$ cat src/rtl/b1k_pkg.sv
// Package: shared digit types and the arithmetic kernels of the
// radix-1000 converter. Assumes every caller keeps inputs in the ranges
// named on each function.
package b1k_pkg;

    localparam int BIN_W    = 34;            // binary input width
    localparam int DIGITS   = 10;            // BCD digits produced
    localparam int BCD_W    = 4 * DIGITS;    // packed BCD width
    localparam int SLICE_W  = 20;            // widest residual a slice takes
    localparam int LOW_W    = 10;            // bits folded per step (2^10 = 1000 + 24)
    localparam int QUO_W    = SLICE_W - LOW_W + 1;

    typedef struct packed {
        logic [QUO_W-1:0] quo;
        logic [LOW_W-1:0] rem;
    } div1k_t;

    // Exact divide by 1000 of a value below 2^20: two folds, then one
    // conditional correction because the folded remainder stays below 2000.
    function automatic div1k_t div1000_20(input logic [SLICE_W-1:0] v);
        div1k_t          r;
        logic [9:0]      hi;
        logic [14:0]     c;
        logic [4:0]      h2;
        logic [10:0]     c2;
        logic [QUO_W-1:0] qe;
        hi = v[SLICE_W-1:LOW_W];
        c  = 15'({hi, 4'b0000}) + 15'({hi, 3'b000}) + 15'(v[LOW_W-1:0]);
        h2 = c[14:10];
        c2 = 11'({h2, 4'b0000}) + 11'({h2, 3'b000}) + 11'(c[9:0]);
        qe = QUO_W'(hi) + QUO_W'(h2);
        if (c2 >= 11'd1000) begin
            r.quo = qe + QUO_W'(1);
            r.rem = 10'(c2 - 11'd1000);
        end else begin
            r.quo = qe;
            r.rem = c2[9:0];
        end
        return r;
    endfunction

    // Expand a value 0..999 into three BCD nibbles with the add-3 rule.
    function automatic logic [11:0] bin10_to_bcd3(input logic [9:0] v);
        logic [21:0] s;
        s = {12'd0, v};
        for (int i = 0; i < 10; i++) begin
            for (int j = 0; j < 3; j++) begin
                if (s[10+4*j +: 4] >= 4'd5)
                    s[10+4*j +: 4] = s[10+4*j +: 4] + 4'd3;
            end
            s = s << 1;
        end
        return s[21:10];
    endfunction

endpackage

$ cat src/rtl/b1k_fold.sv
// Module: one registered fold step. Splits the residual at bit 10 and
// rewrites it as 24*hi + lo, while adding hi (the count of thousands
// moved out) to the running accumulator.
// Assumes: RES_W > 10 and the caller sizes OUT_W and ACC_W to the range
// of values that actually arrive.
module b1k_fold #(
    parameter int RES_W = 34,
    parameter int OUT_W = 28,
    parameter int ACC_W = 24
) (
    input  logic             clk,
    input  logic             rst_n,
    input  logic             in_vld,
    input  logic [RES_W-1:0] in_res,
    input  logic [ACC_W-1:0] in_acc,
    output logic             out_vld,
    output logic [OUT_W-1:0] out_res,
    output logic [ACC_W-1:0] out_acc
);
    localparam int HI_W = RES_W - 10;

    logic [HI_W-1:0]  hi;
    logic [OUT_W-1:0] hi_w;
    logic [OUT_W-1:0] res_n;
    logic [ACC_W-1:0] acc_n;

    // Fold arithmetic: 24*hi built as 16*hi + 8*hi, plus the low ten bits.
    always_comb begin
        hi    = in_res[RES_W-1:10];
        hi_w  = OUT_W'(hi);
        res_n = (hi_w << 4) + (hi_w << 3) + OUT_W'(in_res[9:0]);
        acc_n = in_acc + ACC_W'(hi);
    end

    // Stage register with synchronous clear.
    always_ff @(posedge clk) begin
        if (!rst_n) begin
            out_vld <= 1'b0;
            out_res <= '0;
            out_acc <= '0;
        end else begin
            out_vld <= in_vld;
            out_res <= res_n;
            out_acc <= acc_n;
        end
    end
endmodule

$ cat src/rtl/b1k_slice.sv
// Module: one registered radix-1000 slice. Divides a residual of at most
// 20 bits by 1000 exactly, emits the remainder as a digit and adds the
// quotient to the accumulator of thousands.
// Assumes: RES_W <= 20.
module b1k_slice
    import b1k_pkg::*;
#(
    parameter int RES_W = 18,
    parameter int ACC_W = 24
) (
    input  logic             clk,
    input  logic             rst_n,
    input  logic             in_vld,
    input  logic [RES_W-1:0] in_res,
    input  logic [ACC_W-1:0] in_acc,
    output logic             out_vld,
    output logic [9:0]       out_dig,
    output logic [ACC_W-1:0] out_acc
);
    div1k_t qr;

    // Exact divide-by-1000 of the widened residual.
    always_comb qr = div1000_20(SLICE_W'(in_res));

    // Stage register with synchronous clear.
    always_ff @(posedge clk) begin
        if (!rst_n) begin
            out_vld <= 1'b0;
            out_dig <= '0;
            out_acc <= '0;
        end else begin
            out_vld <= in_vld;
            out_dig <= qr.rem;
            out_acc <= in_acc + ACC_W'(qr.quo);
        end
    end
endmodule

$ cat src/rtl/b1k_bin2bcd.sv
// Module: top of the converter. Eight register stages:
//   1-3 fold the input toward 20 bits, 4 slices off d0,
//   5 folds the thousands count, 6 slices off d1,
//   7 splits the rest into d2 and d3, 8 expands to BCD.
// Assumes: bin_val <= 9999800001, so d3 fits one nibble.
module b1k_bin2bcd
    import b1k_pkg::*;
(
    input  logic               clk,
    input  logic               rst_n,
    input  logic               bin_vld,
    input  logic [BIN_W-1:0]   bin_val,
    output logic               bcd_vld,
    output logic [BCD_W-1:0]   bcd_val
);
    // Widths follow the bounds of each stage for inputs in range.
    localparam int R1_W = 28;  // after first fold
    localparam int R2_W = 23;  // after second fold
    localparam int R3_W = 18;  // after third fold
    localparam int A0_W = 24;  // thousands of the input
    localparam int A1_W = 14;  // millions of the input
    localparam int A2_W = 4;   // billions digit

    logic            v1, v2, v3, v4, v5, v6, v7;
    logic [R1_W-1:0] r1;
    logic [R2_W-1:0] r2;
    logic [R3_W-1:0] r3, r5;
    logic [A0_W-1:0] a1, a2, a3, a4;
    logic [A1_W-1:0] a5, a6;
    logic [A2_W-1:0] a7;
    logic [9:0]      d0_s4, d1_s6, d2_s7;
    logic [9:0]      d0_s5, d0_s6, d0_s7, d1_s7;

    b1k_fold #(.RES_W(BIN_W), .OUT_W(R1_W), .ACC_W(A0_W)) u_fold1 (
        .clk(clk), .rst_n(rst_n), .in_vld(bin_vld), .in_res(bin_val),
        .in_acc('0), .out_vld(v1), .out_res(r1), .out_acc(a1));

    b1k_fold #(.RES_W(R1_W), .OUT_W(R2_W), .ACC_W(A0_W)) u_fold2 (
        .clk(clk), .rst_n(rst_n), .in_vld(v1), .in_res(r1),
        .in_acc(a1), .out_vld(v2), .out_res(r2), .out_acc(a2));

    b1k_fold #(.RES_W(R2_W), .OUT_W(R3_W), .ACC_W(A0_W)) u_fold3 (
        .clk(clk), .rst_n(rst_n), .in_vld(v2), .in_res(r2),
        .in_acc(a2), .out_vld(v3), .out_res(r3), .out_acc(a3));

    b1k_slice #(.RES_W(R3_W), .ACC_W(A0_W)) u_slice0 (
        .clk(clk), .rst_n(rst_n), .in_vld(v3), .in_res(r3),
        .in_acc(a3), .out_vld(v4), .out_dig(d0_s4), .out_acc(a4));

    b1k_fold #(.RES_W(A0_W), .OUT_W(R3_W), .ACC_W(A1_W)) u_fold4 (
        .clk(clk), .rst_n(rst_n), .in_vld(v4), .in_res(a4),
        .in_acc('0), .out_vld(v5), .out_res(r5), .out_acc(a5));

    b1k_slice #(.RES_W(R3_W), .ACC_W(A1_W)) u_slice1 (
        .clk(clk), .rst_n(rst_n), .in_vld(v5), .in_res(r5),
        .in_acc(a5), .out_vld(v6), .out_dig(d1_s6), .out_acc(a6));

    b1k_slice #(.RES_W(A1_W), .ACC_W(A2_W)) u_slice2 (
        .clk(clk), .rst_n(rst_n), .in_vld(v6), .in_res(a6),
        .in_acc('0), .out_vld(v7), .out_dig(d2_s7), .out_acc(a7));

    // Delay the early digits so all four line up at stage 7.
    always_ff @(posedge clk) begin
        if (!rst_n) begin
            d0_s5 <= '0;
            d0_s6 <= '0;
            d0_s7 <= '0;
            d1_s7 <= '0;
        end else begin
            d0_s5 <= d0_s4;
            d0_s6 <= d0_s5;
            d0_s7 <= d0_s6;
            d1_s7 <= d1_s6;
        end
    end

    // Final stage: add-3 expansion of each radix-1000 digit.
    always_ff @(posedge clk) begin
        if (!rst_n) begin
            bcd_vld <= 1'b0;
            bcd_val <= '0;
        end else begin
            bcd_vld <= v7;
            bcd_val <= {a7, bin10_to_bcd3(d2_s7),
                        bin10_to_bcd3(d1_s7), bin10_to_bcd3(d0_s7)};
        end
    end
endmodule

$ cat config.mk
export PLATFORM = sky130hd
export DESIGN_NAME = b1k_bin2bcd
export DESIGN_NICKNAME = d
export VERILOG_FILES = /design/src/rtl/b1k_pkg.sv /design/src/rtl/b1k_fold.sv /design/src/rtl/b1k_slice.sv /design/src/rtl/b1k_bin2bcd.sv
export SDC_FILE = /design/constraint.sdc
export NUM_CORES = 1
export LEC_CHECK = 0
export ABC_CLOCK_PERIOD_IN_PS = 16600
export BUFFER_PORTS_ARGS = -buffer_cell sky130_fd_sc_hd__buf_2
export CORE_ASPECT_RATIO = 0.6
export CORE_MARGIN = 5
export CORE_UTILIZATION = 55
export CTS_CLUSTER_DIAMETER = 60
export DETAILED_ROUTE_END_ITERATION = 16
export GPL_ROUTABILITY_DRIVEN = 0
export HOLD_SLACK_MARGIN = 0.1
export PLACE_DENSITY_LB_ADDON = 0.25
export SKIP_CTS_REPAIR_TIMING = 1
export SLEW_MARGIN = 20
export SYNTH_ARGS = -nofsm -noshare
export SYNTH_HDL_FRONTEND = slang
export SYNTH_SLANG_ARGS = --single-unit
$ cat constraint.sdc
create_clock -name clk -period 16.6 [get_ports clk]
set_input_delay 2.49 -clock clk [delete_from_list [all_inputs] [get_ports clk]]
set_output_delay 2.49 -clock clk [all_outputs]
set_load 0.03 [all_outputs]
After elaboration in Yosys (flattened, before gate mapping)
Index checks and enable logic that the tools add are counted.
Cells by class
  add/subtract/negate cells: 106
  $lt $le $gt $ge: 76
  muxes and demuxes: 141
Operators with widths (number)
  $mux 4: 94
  $ge 4x3->1 const B: 70
  $add 4x2->4 const B: 48
  $mux 3: 44
  $add 3x2->3 const B: 22
  $mux 21: 2
  $add 18x10->18: 2
  $add 10x10->11: 3
  $ge 11x10->1 const B: 3
  $add 15x10->15: 2
  $add 9x8->10: 3
  $sub 10x10->10 const B: 3
  $add 28x10->28: 1
  $add 28x27->28: 1
  $add 12x11->13: 2
  $add 24x11->24: 1
  $add 24x13->24: 1
  $add 24x18->24: 1
  $add 22x21->23: 1
  $add 23x10->23: 1
  $add 11x1->11 const B: 2
  $add 17x16->18: 1
  $add 18x17->18: 1
  $add 8x5->9: 2
  other kinds (8): 12
Word-level totals
  flip-flop bits (word level): 333
  input port bits: 37

Logic depth before layout (Yosys ltp)
Gate-level depths: netlist (run 1).
  depth after elaboration: 26
  mapped depth: 42
  mapped depth without buffers: 42

Cells and area by module
A second synthesis (run 1) with hierarchy kept.
Unflattened totals
  cells, all modules: 3054
  area total of the unflattened synthesis: 26191.4 µm²
By module, submodules not included
  b1k_bin2bcd: times used 1, cells each 852, area an instance 6789.0 µm²
  b1k_fold at u_fold1: times used 1, cells each 475, area an instance 4134.0 µm²
  b1k_fold at u_fold2: times used 1, cells each 394, area an instance 3463.3 µm²
  b1k_slice at u_slice0: times used 1, cells each 378, area an instance 3084.2 µm²
  b1k_fold at u_fold3: times used 1, cells each 302, area an instance 2663.8 µm²
  b1k_slice at u_slice1: times used 1, cells each 295, area an instance 2573.7 µm²
  b1k_fold at u_fold4: times used 1, cells each 229, area an instance 2232.1 µm²
  b1k_slice at u_slice2: times used 1, cells each 129, area an instance 1251.2 µm²

Worst setup path before layout (run 1)
Ideal clock, no wire load.
  path kind: reg-to-reg
  start: reg u_fold3.out_res[11]
  end: reg u_slice0.out_acc[23]
  setup time: 0.128 ns
  arrival: 7.325 ns
  setup slack: 9.148 ns
  stages on the path, launching flop included: 36
  period minus slack after synthesis: 7.452 ns
  cells stage by stage: dfxtp_1 -> ha_1 -> inv_1 -> fa_1 -> inv_1 -> ha_1 -> a21o_1 -> a21oi_1 -> nor2_1 -> o31a_1 -> o2111ai_1 -> xnor3_1 -> xnor2_1 -> xnor2_1 -> ha_1 -> a21o_1 -> a21oi_1 -> o21bai_1 -> a21oi_1 -> xor2_1 -> nor2_1 -> a21oi_1 -> mux2_2 -> ha_1 -> a21o_1 -> a21oi_1 -> o21ai_0 -> a21oi_1 -> o21ai_0 -> a21oi_1 -> o21ai_0 -> a21o_1 -> a21oi_1 -> nor4_1 -> xnor2_1 -> nor2_1
On the way
  longest elaborated chain between the ends: 7
  elaborated cells on any way between the ends: 9
  classes of those cells: 7 x add/sub; 1 x order compare; 1 x mux
RTL lines
  start, declared: RTL line b1k_fold.sv:17  | output logic [OUT_W-1:0] out_res,
  start signal, assigned: RTL line b1k_fold.sv:43  | out_res <= res_n;
  $add 12x11->13: RTL line b1k_pkg.sv:28  | c = 15'({hi, 4'b0000}) + 15'({hi, 3'b000}) + 15'(v[LOW_W-1:0]);
  $add 15x10->15: RTL line b1k_pkg.sv:28
  $add 9x8->10: RTL line b1k_pkg.sv:30  | c2 = 11'({h2, 4'b0000}) + 11'({h2, 3'b000}) + 11'(c[9:0]);
  $add 10x10->11: RTL line b1k_pkg.sv:30
  $ge 11x10->1: RTL line b1k_pkg.sv:32  | if (c2 >= 11'd1000) begin
  $mux 21 *: RTL line b1k_pkg.sv:32
  $add 24x11->24 *: RTL line b1k_slice.sv:34  | out_acc <= in_acc + ACC_W'(qr.quo);
  end signal, assigned: RTL line b1k_slice.sv:34
  end, declared: RTL line b1k_slice.sv:18  | output logic [ACC_W-1:0] out_acc
Every way passes the cells marked *; elsewhere a longest branch is shown, timed or not.
A chain may end at the register's enable or synchronous reset.

Final worst setup path (run 1)
  start: reg u_fold3.out_res[11]
  end: reg u_slice0.out_acc[19]
The elaborated chain is that of the path after synthesis.

==> impl_metrics.json, run 1 <==
{
  "maxSlewViolCount": 0,
  "tritoncts": "done",
  "ys_ff_latch": 333,
  "hold_viol": 0,
  "grt_pass1_wl_mm": 79.5,
  "clock_latency_ns": 0.53,
  "syn_inst": 2512,
  "die_h_microns": 166,
  "antenna_found_initial": 0,
  "relSlewSlack_pct": 33.6,
  "seqCellArea_sq_um": 6670,
  "worstSetupPathType": "reg -> reg",
  "drive_gt1_share_pct": 8.08,
  "cp_slowest_cell": "a21oi_1",
  "power_density_nw_per_um2": 119,
  "worstPathArrival_ns": 9.14,
  "drt_iter0_drc": 941,
  "drc": 0,
  "clk_pin_slew_ns": 0.06,
  "overflow": 0,
  "required_ns": 16.97,
  "die-area_sq_um": 45000,
  "gr-usage-all-layers_pct": 20.3,
  "final_area_sq_um": 24500,
  "endpoint_kind": "flip-flop",
  "clock-skew-final_ns": 0.0164,
  "maxCapViolCount": 0,
  "p_leak_nw": 11.5,
  "num-fill-cells": 3387,
  "synth_warnings": 0,
  "cts_made_buffers": 35,
  "postSynthAreaPerCell_sq_um": 8.93,
  "postPlaceCellArea_sq_um": 23300,
  "postRouteAntennaNets": 0,
  "fin_setup_tns_ns": 0,
  "multiInputGateArea_sq_um": 14800,
  "rows": 57,
  "grt_pass1_vias": 16800,
  "worstSetupStartpoint": "u_fold3.out_res[11]",
  "timing.fmax_mhz": 114,
  "core_sq_um": 40400,
  "cts_root_buffer": "clkbuf_16",
  "critical-path-max-stage-delay_ns": 0.60,
  "die_w_microns": 271,
  "nets": 2984,
  "synth-seq-area-share_pct": 29.7,
  "antenna_cells": 0,
  "post-route-min-period_ns": 8.77,
  "dp_hpwl_mm": 35.0,
  "synth_edf_count": 0,
  "synthArstFlopShare_pct": 0,
  "syn_nets": 2909,
  "grt_start_max_net_pins": 86,
  "mostFrequentLayoutCell": "dfxtp_1",
  "clock_sinks": 333,
  "routed_via_density": 5.46,
  "dr.pass1.iters": 7,
  "postRouteWirelength_mm": 46.1,
  "cts_buffer_depth": 3,
  "synthTopCellsByArea": "dfxtp_1, ha_1, xnor2_1, fa_1, nor2_1",
  "io_pins": 78,
  "netlist_area_sq_um": 22400,
  "synth_cell_type_count": 92,
  "path_common_cell": "a21oi_1",
  "wl_per_cell_microns": 14.7,
  "hp-class": "reg -> reg",
  "setup_viol": 0,
  "crit_path_start_kind": "flip-flop",
  "synth_top_area_share_pct": 29.7,
  "start_util_pct": 55.5,
  "rsz0062_at_grt": "false",
  "worst_slew_pin_slew_ns": 0.996,
  "vdd_drop_max_mv": 0.0711,
  "crit_fanout": 10,
  "synth_flop_cell": "dfxtp_1",
  "period_share_pct": 52.8,
  "syn2layout_area_growth_pct": 9.40,
  "vias": 17100,
  "outcome": "finished clean",
  "io_buffers": 77,
  "holdCritStartpoint": "u_slice1.out_dig[1]",
  "htreeDepth": 2,
  "utilization_pct": 60.8,
  "r2r-start": "u_fold3.out_res[11]",
  "final_cell_mix": "dfxtp_1, ha_1, nor2_1",
  "yosysTopAreaCell": "dfxtp_1"
}
## metrics by stage
step / power [mW] / hold WS [ns] / instances / setup slack (ns)
after floorplan: 1.86 / 0.406 / 2512 / 9.15
after global placement: 2.06 / 0.413 / 3081 / 8.32
after detailed placement: 2.11 / 0.417 / 3081 / 7.94
after CTS: 2.95 / 0.424 / 3141 / 7.91
after global routing: 3.15 / 0.434 / 3141 / 7.24
final: 2.92 / 0.425 / 3141 / 7.83
## state kept, by name, summed over array words and instances, names as in the netlist, 4 cells and up
name,count
u_fold3.out_acc,24
d1_s7,10
u_slice1.out_dig,10
u_slice0.out_acc,24
u_fold1.out_acc,24
d0_s5,10
bcd_val,40
d0_s6,10
u_slice2.out_dig,10
d0_s7,10
u_fold2.out_acc,24
u_slice2.out_acc,4
u_slice1.out_acc,14
u_fold4.out_acc,14
u_slice0.out_dig,10
u_fold4.out_res,18
u_fold3.out_res,18
u_fold1.out_res,28
u_fold2.out_res,23
## report_power, final
group	total, mW	internal [mW]	switching, mW
Combinational	1.13	0.489	0.637
Clock	0.813	0.492	0.321
Sequential	0.984	0.914	0.0701
## cell type report
type / instances / share of cell area [%]
clock buffer: 49 / 4.16
clock inverter: 11 / 0.684
inverter: 199 / 3.06
multi-input combinational: 1938 / 60.5
sequential: 333 / 27.2
tap: 531 / 2.71
timing repair buffer: 80 / 1.67
## synth_stat cells (17+ instances only)
cell	count
a21boi_0	20
nor2_1	244
nand2_1	117
ha_1	313
nor3_1	62
a21oi_1	137
a21o_1	42
dfxtp_1	333
nor2b_1	47
fa_1	47
and3_1	17
nand3_1	42
xnor2_1	128
o21a_1	24
a211oi_1	23
mux2i_1	60
nand2b_1	61
inv_1	199
clkbuf_1	40
and2_1	146
o21ai_0	97
or3_1	19
xor2_1	57
## worst max-delay path: cells and delay by family, from the launching register on
kind / cells / cell delay, ns
xor+xnor: 5 / 1.32
compound gates: 18 / 4.45
buf+inv: 2 / 0.09
mux: 1 / 0.43
simple gates: 4 / 0.37
fa+ha+maj: 5 / 1.56
flops: 1 / 0.44
## logic make-up (layout without fill, tap and decap cells)
| kind of cell | count (synthesis) | after routing | share of synthesized area (%) |
|---|---|---|---|
| AND/OR/NAND/NOR | 825 | 825 | 18.7 |
| AO/OA/AOI/OAI | 479 | 479 | 14.1 |
| adder cells (fa/ha/maj) | 362 | 362 | 21.8 |
| flip-flops | 333 | 333 | 29.7 |
| buffers and inverters | 241 | 339 | 4.03 |
| XOR/XNOR | 189 | 189 | 7.57 |
| multiplexers | 83 | 83 | 4.04 |
## metal layers
| metal | GRT usage (%) | up-vias | share of wire, % |
|---|---|---|---|
| met2 | 31.4 | 320 | 41 |
| met4 | 3.69 | 0 | 1.4 |
| li1 | - | 8769 | - |
| met5 | 0 | - | 0 |
| met3 | 3.19 | 54 | 4.8 |
| met1 | 30.3 | 7995 | 53 |
## path summary, 6_finish.rpt
path	to	slack (ns)	cells past startpoint
worst max-delay path	u_slice0.out_acc[19]	7.83	35
worst min-delay path	d1_s7[1]	0.43	1
worst max register to register	u_slice0.out_acc[19]	7.83	35
worst min register to register	d1_s7[1]	0.43	1
Power figures use the tool's default switching activity.
==> run 2: changes to the inputs <==
ABC_CLOCK_PERIOD_IN_PS = 8900   (was 16600)
clock period = 8.9 ns   (was 16.6 ns; I/O delays follow)
==> impl_metrics.json, run 2 (synthesis gave the netlist of run 1 again) <==
{
  "outcome": "finished clean",
  "grt_pass1_wl_mm": 79.3,
  "clk_pin_slew_ns": 0.07,
  "hold_viol": 0,
  "timing.fmax_mhz": 121,
  "nets": 2988,
  "antenna_cells": 0,
  "tritoncts": "done",
  "utilization_pct": 60.8,
  "maxSlewViolCount": 0,
  "vias": 17000,
  "final_cell_mix": "dfxtp_1, ha_1, nor2_1",
  "postPlaceCellArea_sq_um": 23300,
  "maxCapViolCount": 0,
  "whs_ns": 0.422,
  "die_w_microns": 271,
  "cts_buffer_depth": 3,
  "regMostFlops": "bcd_val",
  "syn2layout_area_growth_pct": 9.48,
  "overflow": 0,
  "endpoint_kind": "flip-flop",
  "htreeDepth": 2,
  "drt_iter0_drc": 1004,
  "rsz0062_at_grt": "false",
  "clock_latency_ns": 0.53,
  "wl_per_cell_microns": 14.7,
  "critical-path-max-stage-delay_ns": 0.45,
  "routed_via_density": 5.41,
  "rrSetupSlack_ns": 0.67,
  "cp_slowest_cell": "dfxtp_1",
  "fin_setup_tns_ns": 0,
  "drive_gt1_share_pct": 8.64,
  "crit_path_start_kind": "flip-flop",
  "cts_made_buffers": 35,
  "rr_worst_depth": 40,
  "io_pins": 78,
  "grt_pass1_vias": 16500,
  "start_util_pct": 55.5,
  "final_area_sq_um": 24500,
  "largest_register_ffs": 40,
  "rows": 57,
  "num-fill-cells": 3458,
  "io_buffers": 77,
  "relSlewSlack_pct": 33.9,
  "worstSetupPathType": "reg -> reg",
  "postRouteAntennaNets": 0,
  "die_h_microns": 166,
  "setup_viol": 0,
  "dp_hpwl_mm": 34.8,
  "clock-skew-final_ns": 0.0153,
  "hp-class": "reg -> reg",
  "required_ns": 9.28,
  "period_share_pct": 92.5,
  "antenna_found_initial": 0,
  "vdd_drop_max_mv": 0.115,
  "grt_start_max_net_pins": 86,
  "path_common_cell": "nor2_1",
  "p_leak_nw": 11.5,
  "cts_root_buffer": "clkbuf_16",
  "clock_sinks": 333,
  "gr-usage-all-layers_pct": 20.3,
  "hold_depth": 1,
  "worst_slew_pin_slew_ns": 0.992,
  "dr.pass1.iters": 5,
  "drc": 0,
  "die-area_sq_um": 45000,
  "worstPathArrival_ns": 8.61,
  "postRouteWirelength_mm": 46.1,
  "core_sq_um": 40400,
  "power_density_nw_per_um2": 220,
  "post-route-min-period_ns": 8.23,
  "crit_fanout": 10,
  "mostFrequentLayoutCell": "dfxtp_1",
  "reg.largest.list": "bcd_val x40, u_fold1.out_res x28"
}
==> run 2: power by group <==
group	leakage, nW	total (mW)	switching [mW]	internal [mW]
Sequential	2.73	1.84	0.133	1.70
Clock	0.557	1.45	0.620	0.831
Combinational	8.19	2.10	1.19	0.916
Total	11.5	5.39	1.94	3.45
==> run 2: final timing paths <==
path | from | end
max | u_fold3.out_res[11] | u_slice0.out_acc[22]
min | d0_s6[8] | d0_s7[8]
max reg2reg | u_fold3.out_res[11] | u_slice0.out_acc[22]
min reg2reg | d0_s6[8] | d0_s7[8]
==> run 2: critical path: cells and delay by family, from the launching register on <==
family / cells / cell delay, ns
AO/OA/AOI/OAI: 12 / 2.38
XOR/XNOR: 6 / 1.33
flip-flops: 1 / 0.45
AND/OR/NAND/NOR: 12 / 1.51
adder cells (fa/ha/maj): 7 / 2.15
buffers and inverters: 3 / 0.29
==> run 2: area by class of cell <==
cell class	count	area, sq um	share of cell area [%]
Multi-Input combinational cell	1938	14900	60.6
Inverter	199	749	3.05
Tap cell	531	664	2.71
Timing Repair Buffer	84	440	1.79
Clock inverter	13	101	0.413
Sequential cell	333	6670	27.2
Clock buffer	48	1050	4.27
==> run 2: metal layers <==
layer	routed length [microns]	global-route usage [%]
met3	1860	2.86
met5	0	0
met4	789	4.29
met1	25000	31.0
met2	18500	30.4
==> run 2: through the flow <==
| stage | power (mW) | std cells | setup WS, ns |
|---|---|---|---|
| 2_1_floorplan | 3.48 | 2512 | 1.45 |
| 3_3_place_gp | 3.85 | 3082 | 0.920 |
| 4_1_cts | 5.43 | 3143 | 0.452 |
| 6_report | 5.39 | 3146 | 0.669 |
| 5_1_grt | 5.82 | 3146 | 0.00173 |
| 3_5_place_dp | 3.94 | 3082 | 0.507 |
